===== config.mk =====
export PLATFORM = sky130hd
export DESIGN_NAME = gtmr_gated_counter
export DESIGN_NICKNAME = d
export VERILOG_FILES = /design/src/rtl/gtmr_pkg.sv /design/src/rtl/gtmr_sync.sv /design/src/rtl/gtmr_gate_path.sv /design/src/rtl/gtmr_count_core.sv /design/src/rtl/gtmr_gated_counter.sv
export SDC_FILE = /design/constraint.sdc
export NUM_CORES = 1
export LEC_CHECK = 0
export BUFFER_PORTS_ARGS = -buffer_cell sky130_fd_sc_hd__buf_2
export CAP_MARGIN = 0
export CORE_MARGIN = 5
export CORE_UTILIZATION = 35
export CTS_CLUSTER_DIAMETER = 150
export DETAILED_ROUTE_END_ITERATION = 10
export PLACE_DENSITY = 0.65
export SETUP_SLACK_MARGIN = 0.3
export SYNTH_ARGS = -nofsm -noshare
export SYNTH_HDL_FRONTEND = slang
export SYNTH_HIERARCHICAL = 1
export SYNTH_SLANG_ARGS = --single-unit
export TNS_END_PERCENT = 5

===== constraint.sdc =====
create_clock -name clk -period 2.3 [get_ports clk]
set_clock_uncertainty 0.15 [all_clocks]
set_input_delay 0.115 -clock clk [delete_from_list [all_inputs] [get_ports clk]]
set_output_delay 0.115 -clock clk [all_outputs]
set_load 0.005 [all_outputs]

===== src/rtl/gtmr_pkg.sv =====
package gtmr_pkg;
   typedef enum logic {
      GSRC_PIN = 1'b0,
      GSRC_TMR = 1'b1
   } gate_src_e;

   localparam int unsigned CNT_W_DEF  = 16;
   localparam int unsigned SYNC_N_DEF = 2;
endpackage


===== src/rtl/gtmr_sync.sv =====
module gtmr_sync #(
   parameter int unsigned STAGES = 2
) (
   input  logic clk,
   input  logic rst_n,
   input  logic d,
   output logic q
);
   if (STAGES < 2) begin : g_bad_stages
      $error("gtmr_sync: STAGES must be at least 2");
   end

   logic [STAGES-1:0] chain;

   always_ff @(posedge clk or negedge rst_n) begin
      if (!rst_n) chain <= '0;
      else        chain <= {chain[STAGES-2:0], d};
   end

   assign q = chain[STAGES-1];
endmodule


===== src/rtl/gtmr_gate_path.sv =====
module gtmr_gate_path
   import gtmr_pkg::*;
(
   input  logic      clk,
   input  logic      rst_n,
   input  logic      pin_sync,
   input  logic      tmr_pulse,
   input  gate_src_e src,
   input  logic      pol,
   input  logic      toggle_mode,
   input  logic      run_en,
   output logic      gate_eff
);
   logic raw_gate;
   logic adj_gate;
   logic adj_prev;
   logic act_edge;
   logic tog_q;

   always_comb begin
      unique case (src)
         GSRC_PIN: raw_gate = pin_sync;
         default:  raw_gate = tmr_pulse;
      endcase
   end

   assign adj_gate = pol ? raw_gate : ~raw_gate;
   assign act_edge = adj_gate & ~adj_prev;

   always_ff @(posedge clk or negedge rst_n) begin
      if (!rst_n) adj_prev <= 1'b0;
      else        adj_prev <= adj_gate;
   end

   always_ff @(posedge clk or negedge rst_n) begin
      if (!rst_n)                      tog_q <= 1'b0;
      else if (!toggle_mode || !run_en) tog_q <= 1'b0;
      else if (act_edge)               tog_q <= ~tog_q;
   end

   assign gate_eff = toggle_mode ? tog_q : adj_gate;
endmodule


===== src/rtl/gtmr_count_core.sv =====
module gtmr_count_core #(
   parameter int unsigned W = 16
) (
   input  logic         clk,
   input  logic         rst_n,
   input  logic         run_en,
   input  logic         tick_en,
   input  logic         gate_en,
   input  logic         gate_eff,
   input  logic         load_stb,
   input  logic [W-1:0] load_val,
   input  logic         ovf_clr,
   output logic [W-1:0] count,
   output logic         ovf_flag
);
   if (W < 2) begin : g_bad_width
      $error("gtmr_count_core: W must be at least 2");
   end

   localparam logic [W-1:0] ALL_ONES = {W{1'b1}};

   logic step;
   logic wrap;

   assign step = run_en & tick_en & (~gate_en | gate_eff) & ~load_stb;
   assign wrap = step & (count == ALL_ONES);

   always_ff @(posedge clk or negedge rst_n) begin
      if (!rst_n)        count <= '0;
      else if (load_stb) count <= load_val;
      else if (step)     count <= count + 1'b1;
   end

   always_ff @(posedge clk or negedge rst_n) begin
      if (!rst_n)       ovf_flag <= 1'b0;
      else if (wrap)    ovf_flag <= 1'b1;
      else if (ovf_clr) ovf_flag <= 1'b0;
   end
endmodule


===== src/rtl/gtmr_gated_counter.sv =====
module gtmr_gated_counter
   import gtmr_pkg::*;
#(
   parameter int unsigned CNT_W  = CNT_W_DEF,
   parameter int unsigned SYNC_N = SYNC_N_DEF
) (
   input  logic             clk,
   input  logic             rst_n,
   input  logic             run_en,
   input  logic             tick_en,
   input  logic             gate_en,
   input  logic             gate_pol,
   input  logic             toggle_mode,
   input  logic             gate_sel,
   input  logic             gate_pin,
   input  logic             tmr_ovf_pulse,
   input  logic             load_stb,
   input  logic [CNT_W-1:0] load_val,
   input  logic             ovf_clr,
   output logic [CNT_W-1:0] count,
   output logic             ovf_flag,
   output logic             gate_level
);
   logic      pin_s;
   gate_src_e src;

   assign src = gate_src_e'(gate_sel);

   gtmr_sync #(.STAGES(SYNC_N)) u_sync (
      .clk   (clk),
      .rst_n (rst_n),
      .d     (gate_pin),
      .q     (pin_s)
   );

   gtmr_gate_path u_gate (
      .clk         (clk),
      .rst_n       (rst_n),
      .pin_sync    (pin_s),
      .tmr_pulse   (tmr_ovf_pulse),
      .src         (src),
      .pol         (gate_pol),
      .toggle_mode (toggle_mode),
      .run_en      (run_en),
      .gate_eff    (gate_level)
   );

   gtmr_count_core #(.W(CNT_W)) u_core (
      .clk      (clk),
      .rst_n    (rst_n),
      .run_en   (run_en),
      .tick_en  (tick_en),
      .gate_en  (gate_en),
      .gate_eff (gate_level),
      .load_stb (load_stb),
      .load_val (load_val),
      .ovf_clr  (ovf_clr),
      .count    (count),
      .ovf_flag (ovf_flag)
   );
endmodule


# [Word level (Yosys, flattened, before mapping)]
# Cells that the tools add are included.
[word_totals] register_bits=21 wordCells=33
[op_classes] n_reduce_logical=6 n_eq_ne=1 bitwise_logic=11 add_sub_neg=1 muxes=9
[op_table] operator="two-way mux 16 bit" count=2
[op_table] operator="adder 16 x 1 -> 16 bit (second input constant)" count=1
[op_table] operator="equality test 16 bit (second input constant)" count=1
[op_table] operator="two-way mux 1 bit" count=7
[op_table] operator="nonzero test 2 bit" count=3
[op_table] operator="AND 1 bit" count=5
[op_table] operator="inverter 1 bit" count=5
[op_table] operator="zero test 1 bit" count=2
[op_table] operator="logical OR 1 bit" count=1
[op_table] operator="OR 1 bit" count=1

# [Depth between registers and ports, before layout]
# Gate-level depths: netlist (run 1).
[depth] ltp_word=9 depth_mapped=8 mapped_depth_nobuf=7

# [Cells and area by module]
# The synthesis (run 1) kept the hierarchy.
[by_module_without_submodules] module="gtmr_count_core" area_each_um2=955.9 n_inst=1 cells_per_inst=111
[by_module_without_submodules] module="gtmr_gate_path" area_each_um2=126.4 n_inst=1 cells_per_inst=11
[by_module_without_submodules] module="gtmr_sync" area_each_um2=50.0 n_inst=1 cells_per_inst=2

# [Least setup slack after synthesis (run 1)]
# OpenSTA, ideal clock, no wires.
[synth_timing] kind="flip-flop to flip-flop" startpoint="register u_sync.chain[1]" endpoint="register u_core.count[14]" arrival_time_ns=2.276 stages_incl_launch_ff=9 synth_period_minus_slack_ns=2.508 path_buffers=1 required_ns=2.068 setup_time_ns=0.082 slack_ns=-0.208 cell_sequence="dfrtp_1 > mux2i_2 > xor2_1 > mux2_1 > nor2b_1 > clkbuf_1 > or4_4 > or4_1 > a31oi_1"
[synth_via] elab_chain_len=8
[synth_rtl] item="start, declared" line="gtmr_sync.sv:13" rtl="logic [STAGES-1:0] chain;"
[synth_rtl] item="start signal, assigned" line="gtmr_sync.sv:17" rtl="else chain <= {chain[STAGES-2:0], d};"
[synth_rtl] item="two-way mux 1 bit (*)" line="gtmr_gate_path.sv:21" rtl="unique case (src)"
[synth_rtl] item="inverter 1 bit" line="gtmr_gate_path.sv:27" rtl="assign adj_gate = pol ? raw_gate : ~raw_gate;"
[synth_rtl] item="two-way mux 1 bit (*)" line="gtmr_gate_path.sv:27"
[synth_rtl] item="via u_gate.adj_gate" line="gtmr_gate_path.sv:15" rtl="logic adj_gate;"
[synth_rtl] item="two-way mux 1 bit (*)" line="gtmr_gate_path.sv:41" rtl="assign gate_eff = toggle_mode ? tog_q : adj_gate;"
[synth_rtl] item="via gate_level" line="gtmr_gated_counter.sv:22" rtl="output logic gate_level"
[synth_rtl] item="OR 1 bit (*)" line="gtmr_count_core.sv:25" rtl="assign step = run_en & tick_en & (~gate_en | gate_eff) & ~load_stb;"
[synth_rtl] item="AND 1 bit (*) (2 in series)" line="gtmr_count_core.sv:25"
[synth_rtl] item="nonzero test 2 bit (no source line) (*)"
[synth_rtl] item="end signal, assigned" line="gtmr_count_core.sv:30" rtl="else if (load_stb) count <= load_val;"
[synth_rtl] item="end signal, assigned" line="gtmr_count_core.sv:31" rtl="else if (step) count <= count + 1'b1;"
[synth_rtl] item="end, declared" line="gtmr_count_core.sv:13" rtl="output logic [W-1:0] count,"
# The timed path passes the listed nets; every way through them passes the cells marked *.
# A chain may end at the register's enable or synchronous reset.

# [Worst setup path after layout (run 1)]
[layout_timing] startpoint="register u_sync.chain[1]" endpoint="register u_core.count[14]"
[layout_via] elab_chain_len=8
[layout_rtl] item="two-way mux 1 bit (*)" line="gtmr_gate_path.sv:21"
[layout_rtl] item="inverter 1 bit" line="gtmr_gate_path.sv:27"
[layout_rtl] item="two-way mux 1 bit (*)" line="gtmr_gate_path.sv:27"
[layout_rtl] item="via u_gate.adj_gate" line="gtmr_gate_path.sv:15"
[layout_rtl] item="two-way mux 1 bit (*)" line="gtmr_gate_path.sv:41"
[layout_rtl] item="OR 1 bit (*)" line="gtmr_count_core.sv:25"
[layout_rtl] item="AND 1 bit (*) (2 in series)" line="gtmr_count_core.sv:25"
[layout_rtl] item="nonzero test 2 bit (no source line) (*)"
# Marks and branches as above.

==> results of run 1 <==
==> layout make-up <==
| class | instances | area share, % |
|---|---|---|
| multi-input combinational | 96 | 35.6 |
| sequential | 21 | 30.4 |
| timing repair buffer | 72 | 28.4 |
| tap | 44 | 3.18 |
| clock buffer | 3 | 1.30 |
| inverter | 4 | 0.868 |
| clock inverter | 1 | 0.289 |
==> cells in the mapped netlist <==
cell type / number
a31oi_1: 5
and3_1: 1
and4_1: 1
clkbuf_1: 3
clkinv_1: 1
dfrtp_1: 21
ha_1: 1
inv_1: 3
mux2_1: 1
mux2i_1: 4
mux2i_2: 1
nand2_1: 17
nand3_1: 7
nand3b_1: 1
nand4_1: 4
nor2_1: 7
nor2b_1: 4
nor3_1: 2
nor3b_1: 1
nor4_1: 5
o21ai_0: 16
o31ai_1: 1
or3_1: 4
or4_1: 3
or4_4: 1
xnor2_1: 8
xor2_1: 1
==> cell families (layout without fill, tap and decap cells) <==
group / after synthesis / in the layout / synth area share, %
multiplexers: 6 / 6 / 5.75
AND/OR/NAND/NOR: 58 / 58 / 27.0
flip-flops: 21 / 21 / 46.4
buffers and inverters: 7 / 80 / 2.32
AO/OA/AOI/OAI: 22 / 22 / 10.5
adder cells (fa/ha/maj): 1 / 1 / 1.10
XOR/XNOR: 9 / 9 / 6.96
==> timing repair <==
item / 4_1_cts / 5_1_grt
resized for setup: 3 / 5
hold endpoints to repair: 41 / 0
setup endpoints to repair: 13 / 18
hold buffers: 23 / 0
pin swaps: 2 / 0
==> through the flow <==
stage | power (mW) | std cells | cell area [sq um] | setup WS, ps
3_5_place_dp | 0.613 | 214 | 1440 | -107
6_report | 0.822 | 241 | 1730 | -138
5_1_grt | 0.880 | 241 | 1730 | -266
2_1_floorplan | 0.526 | 124 | 1140 | -149
4_1_cts | 0.827 | 241 | 1710 | -112
3_3_place_gp | 0.606 | 214 | 1440 | -1.86
==> power by group through the flow <==
stage | registers, mW | clock network [mW] | logic [mW]
2_1_floorplan | 0.443 | 0 | 0.0825
3_3_place_gp | 0.445 | 0 | 0.161
3_5_place_dp | 0.448 | 0 | 0.165
4_1_cts | 0.441 | 0.187 | 0.199
5_1_grt | 0.448 | 0.204 | 0.228
6_report | 0.440 | 0.179 | 0.203
==> per-layer routing <==
metal | vias up | global-route usage [%] | share of wire, %
met3 | 2 | 2.53 | 7.1
met2 | 38 | 24.9 | 47
li1 | 592 | - | -
met1 | 539 | 19.1 | 45
met5 | - | 0 | 0
met4 | 0 | 2.28 | 0.42
==> flip-flops by register name (all words and copies together) (netlist names) <==
| register | cells |
|---|---|
| u_core/count | 16 |
| u_sync/chain | 2 |
| u_core/ovf_flag | 1 |
| u_gate/adj_prev | 1 |
| u_gate/tog_q | 1 |
==> placed cells by master (no fill, tap or decap), types with 3 or more instances in the layout <==
cell type | netlist | routed
dfrtp_1 | 21 | 21
nor2_1 | 7 | 7
nand2_1 | 17 | 17
a31oi_1 | 5 | 5
buf_4 | 0 | 4
nand3_1 | 7 | 7
nor4_1 | 5 | 3
nor2b_1 | 4 | 3
nand4_1 | 4 | 4
xnor2_1 | 8 | 8
inv_1 | 3 | 3
o21ai_0 | 16 | 16
clkbuf_4 | 0 | 3
or3_1 | 4 | 4
dlygate4sd3_1 | 0 | 21
mux2i_1 | 4 | 3
buf_2 | 0 | 45
==> final timing paths <==
| path | end | from | depth (start not counted) |
|---|---|---|---|
| min | u_core/count[2] | load_stb | 3 |
| max reg2reg | u_core/count[14] | u_sync/chain[1] | 7 |
| max | u_core/count[14] | u_sync/chain[1] | 7 |
| min in group asynchronous | u_core/count[8] | rst_n | 2 |
| min reg2reg | u_sync/chain[1] | u_sync/chain[0] | 0 |
| max in group asynchronous | u_core/count[7] | rst_n | 2 |
==> worst reg2reg max path: stages, from the launching register on <==
cell and delay [ps]:
dfrtp_1 390, mux2i_2 200, xor2_1 230, mux2_4 200
nor2b_2 50, or4_4 500, or4_1 510, a31oi_1 130
==> results by group, run 1 <==
Routing
  • Vias: approximately 1200
  • Remaining antenna violation count after routing: 0
  • Initial DRC Count: 30
  • DR WL/cell: ~13 microns
  • Drt drc: 0
  • Drt pass-1 iters: 4
  • Total Wirelength: about 3000 microns
  • DR vias/cell: 4.86

Worst setup path
  • Slowest cell on the critical path: or4_1
  • CP bufs+invs: 0
  • Max incr delay on CP: 510 ps
  • CP Launch Type: register
  • Critical Path End Type: register
  • Critical path class: reg -> reg
  • CP arrival: approximately 2500 ps
  • Crit-path max FO: 5
  • Crit path cell chain: mux2i_2 > xor2_1 > mux2_4 > nor2b_2 > or4_4 > or4_1 > a31oi_1
  • Top delay family on crit path: simple AND/OR/NAND/NOR gates
  • FF-to-FF setup slack: -140 ps
  • Required @ worst endpoint: approximately 2400 ps

Die
  • I/O Pins: 46
  • Die Span X: between 60 and 70 microns
  • Total Die Area: 4470 sq um
  • FP Rows: 20
  • Core area: just over 3000 sq um
  • Die Y: 66.9 microns
  • Starting density of the core: a little under two fifths

Synth
  • YS warnings: 6
  • Netlist Area Pre-Place: between 1000 and 1500 sq um
  • Cells after Synth: 124
  • Syn Area/Cell: about 9 sq um
  • #FFs+latches synth: 21
  • Syn nets: roughly 150
  • Register area share after synthesis: between 40% and 50%
  • Synth area leader: dfrtp_1
  • Post-synth top area share: between 40% and 50%
  • Post-synth cell types: 27
  • Synth top area cells: dfrtp_1, o21ai_0, xnor2_1

STA
  • Worst rel slew slack: roughly 66%
  • Slew Viols, Final: 0
  • Final-report hold violation count: 0
  • Fin Hold WS: approximately 90 ps
  • Setup violations, final: 5
  • Fin Setup TNS: -276 ps
  • Peak Freq: approximately 410 MHz
  • PnR worst setup slack: -138 ps
  • RSZ-0062 raised after global routing: yes
  • Worst-Margin Slew: between 500 and 600 ps
  • Fin crit period: 2440 ps
  • Final Cycle Share: 106%

Layout
  • Fillers: 286
  • Util after Layout: about 56%
  • Share of cells above drive strength 1: 31.0%
  • Final Net Count: 227
  • Ant diodes: 0
  • Area delta synth->final: 52.7%
  • Register Area: about 530 sq um
  • Area of the multi-input gates: a little over 600 sq um

GRT
  • Largest net degree at the start of global routing: 26
  • Initial antenna violation count: 0
  • First-pass GRT wire length: approximately 5000 microns
  • Global Route Usage Sum: 14.5%
  • Total grt overflow: 0
  • Number of global-route vias before repair: between 1000 and 1500

Clocking
  • Clk root buf: clkbuf_4
  • Clock buffers created by TritonCTS: 3
  • Worst-Skew Late Latency: 300 ps
  • H-tree depth: 1
  • Clock buffer depth: 2
  • CTS tree: done
  • TritonCTS Sinks: 21
  • Post-CTS Setup Inserts: 0
  • Clock slew at reported path FFs: approximately 120 ps

Min path
  • Hold crit path type: in -> reg

Power and ir drop
  • Net Sw Power: approximately 0.25 mW
  • Switch share: between 20% and 30%
  • Sequential share of power: between 50 and 60%
  • Combinational share of power: approximately a quarter
  • Leak: approximately 0.77 nW
  • Power per cell area: ~480 nW/um^2
  • VDD IR max: 0.000219 V
  • Pint: 0.577 mW
  • Clock power frac: a little over a fifth

Status
  • Failing checks: negative setup slack
  • Outcome: finished, violations left

Placement
  • PortBufs: 45
  • DP HPWL: 2180 microns
  • Gpl congestion: roughly 0.82

Job
  • Maxcap violations: 0
No activity file was read; power rests on OpenSTA's default activity.
==> run 2, diff against run 1 <==
--- a/config.mk
+++ b/config.mk
@@ -13,6 +13,7 @@
 export DETAILED_ROUTE_END_ITERATION = 10
 export PLACE_DENSITY = 0.65
 export SETUP_SLACK_MARGIN = 0.3
+export SKIP_LAST_GASP = 1
 export SYNTH_ARGS = -nofsm -noshare
 export SYNTH_HDL_FRONTEND = slang
 export SYNTH_HIERARCHICAL = 1
==> run 2 against run 1 <==
  * The run still ends with negative setup slack left
  * Sequential share of layout area increased by 0.65 points
  * Combinational power is 3% lower
  * Setup slack worse by 31 ps
  * Die area unchanged
  * First-iteration DRC count rose by 6.7%
  * Final cell count stayed put
  * Via count stayed put
  * Critical endpoint unchanged
  * Largest cell class unchanged
  * Highest routed layer unchanged
==> results by group, run 2 (same netlist as run 1, synthesis figures left out) <==
Worst setup path
  • CP arrival: 2540 ps (+30 ps)
  • FF-to-FF path depth: 7 (unchanged)
  • FF-to-FF setup slack: -170 ps (-30 ps)
  • Crit-path max FO: 5 (unchanged)
  • Reg2reg start: u_sync/chain[1]
  • Crit. Startpoint: u_sync/chain[1]
  • Critical path class: reg -> reg
  • CP endpoint: u_core/count[14]
  • Worst r2r dst: u_core/count[14]
  • CP Launch Type: register
  • Required @ worst endpoint: 2370 ps (about the same)
  • Critical Path End Type: register

STA
  • Slew Viols, Final: 0 (unchanged)
  • Fin Setup TNS: -572 ps (-296 ps)
  • Worst-Margin Slew: 502 ps (-4.45 ps)
  • PnR worst setup slack: -169 ps (-30.8 ps)
  • Peak Freq: 405 MHz (-1.2%)
  • RSZ-0062 raised after global routing: yes
  • Fin crit period: 2470 ps (+30.8 ps)
  • Setup violations, final: 5 (unchanged)
  • Final Cycle Share: 107% (+1.3 points)
  • Final-report hold violation count: 0 (unchanged)
  • Worst rel slew slack: 66.2% (+0.30 points)

Die
  • Starting density of the core: 36.8% (unchanged)
  • Core area: 3080 sq um (unchanged)
  • I/O Pins: 46 (unchanged)
  • FP Rows: 20 (unchanged)
  • Total Die Area: 4470 sq um (unchanged)
  • Die Y: 66.9 microns (unchanged)
  • Die Span X: 66.9 microns (unchanged)

Power and ir drop
  • Leak: 0.743 nW (-3.7%)
  • VDD IR max: 0.000219 V (about the same)
  • Power per cell area: 482 nW/um^2 (+1.3%)
  • Total power: 0.816 mW (-0.79%)

Layout
  • Fin area: 1690 sq um (-2.1%)
  • Largest Register: u_core/count
  • Largest registers: u_core/count (16), u_sync/chain (2)
  • Fillers: 290 (+1.4%)
  • Area of the multi-input gates: 584 sq um (-5.1%)
  • Util after Layout: 55.0% (-1.2 points)
  • Final Net Count: 227 (unchanged)
  • Commonest non-fill, non-tap cells in the layout: buf_2, dlygate4sd3_1, dfrtp_1
  • Ant diodes: 0 (unchanged)
  • Most common cell after layout, fill and taps aside: buf_2
  • Area delta synth->final: 49.5%
  • Register Area: 526 sq um (unchanged)
  • Max reg flops: 16 (unchanged)
  • Share of cells above drive strength 1: 28.4% (-2.5 points)

Clocking
  • CTS tree: done
  • H-tree depth: 1 (unchanged)
  • Post-CTS resize count: 0 (-3)
  • TritonCTS Sinks: 21 (unchanged)
  • Clock slew at reported path FFs: 120 ps (about the same)
  • Clk root buf: clkbuf_4
  • Worst-Skew Late Latency: 300 ps (about the same)
  • Clock buffer depth: 2 (unchanged)
  • Clock buffers created by TritonCTS: 3 (unchanged)

GRT
  • Global Route Usage Sum: 14.3% (-0.11 points)
  • Largest net degree at the start of global routing: 26 (unchanged)
  • First-pass GRT wire length: 5010 microns (-0.67%)
  • Initial antenna violation count: 0 (unchanged)
  • Number of global-route vias before repair: 1145 (+0.26%)
  • Total grt overflow: 0 (unchanged)

Routing
  • Initial DRC Count: 32 (+6.7%)
  • Remaining antenna violation count after routing: 0 (unchanged)
  • Total Wirelength: 3060 microns (-0.20%)
  • DR WL/cell: 12.7 microns (-0.20%)
  • Drt pass-1 iters: 4 (unchanged)
  • Vias: 1171 (unchanged)
  • DR vias/cell: 4.86 (unchanged)
  • Drt drc: 0 (unchanged)

Job
  • Maxcap violations: 0 (unchanged)

Min path
  • Hold crit path type: in -> reg

Placement
  • PortBufs: 45 (unchanged)
  • DP HPWL: 2180 microns (unchanged)
  • Placed Area: 1440 sq um (unchanged)
  • Gpl congestion: 0.825 (unchanged)

Status
  • Failing checks: negative setup slack
  • Outcome: finished, violations left
==> run 2: worst min-delay path by stage <==
stage,depth (start not counted),startpoint,endpoint
floorplan,0,rst_n,u_core/count[0]
global placement,1,rst_n,u_core/count[14]
detailed placement,1,rst_n,u_core/count[12]
CTS,3,load_stb,u_core/count[7]
global route,3,load_stb,u_core/count[7]
finish,3,load_stb,u_core/count[2]
==> run 2: repair_timing <==
item	CTS	global route
endpoints found under the hold margin	41	0
buffers inserted	0	0
hold buffers	23	0
setup endpoints to repair	13	18
==> run 2: final cells by class <==
| class | count | share of cell area [%] |
|---|---|---|
| Multi-Input combinational cell | 96 | 34.5 |
| Sequential cell | 21 | 31.0 |
| Timing Repair Buffer | 72 | 28.7 |
| Tap cell | 44 | 3.25 |
| Clock buffer | 3 | 1.33 |
| Inverter | 4 | 0.887 |
| Clock inverter | 1 | 0.296 |
==> run 2: power by group <==
part	total [mW]	switching, mW	internal, mW
Combinational	0.196	0.0880	0.108
Sequential	0.441	0.0392	0.401
Clock	0.179	0.114	0.0646
Total	0.816	0.242	0.574
==> run 2: per-stage QoR <==
step,setup slack [ps],instances,hold slack [ps]
floorplan,-149,124,-331
global placement,-1.86,214,-48.5
detailed placement,-107,214,-43.5
CTS,-126,241,80.8
global route,-278,241,104
finish,-169,241,89.7
==> run 2: layer usage <==
metal,global-route usage [%],routed length (microns),share of wire [%]
met1,18.8,1390,45
met3,2.53,213,7.0
met2,24.9,1440,47
met4,2.28,12,0.39
met5,0,0,0
==> run 2: critical path: stages, from the launching register on <==
cell and delay (ps):
dfrtp_1 390, mux2i_2 200, xor2_1 230, mux2_4 190, nor2b_1 60, or4_4 500, or4_1 510, a31oi_1 140
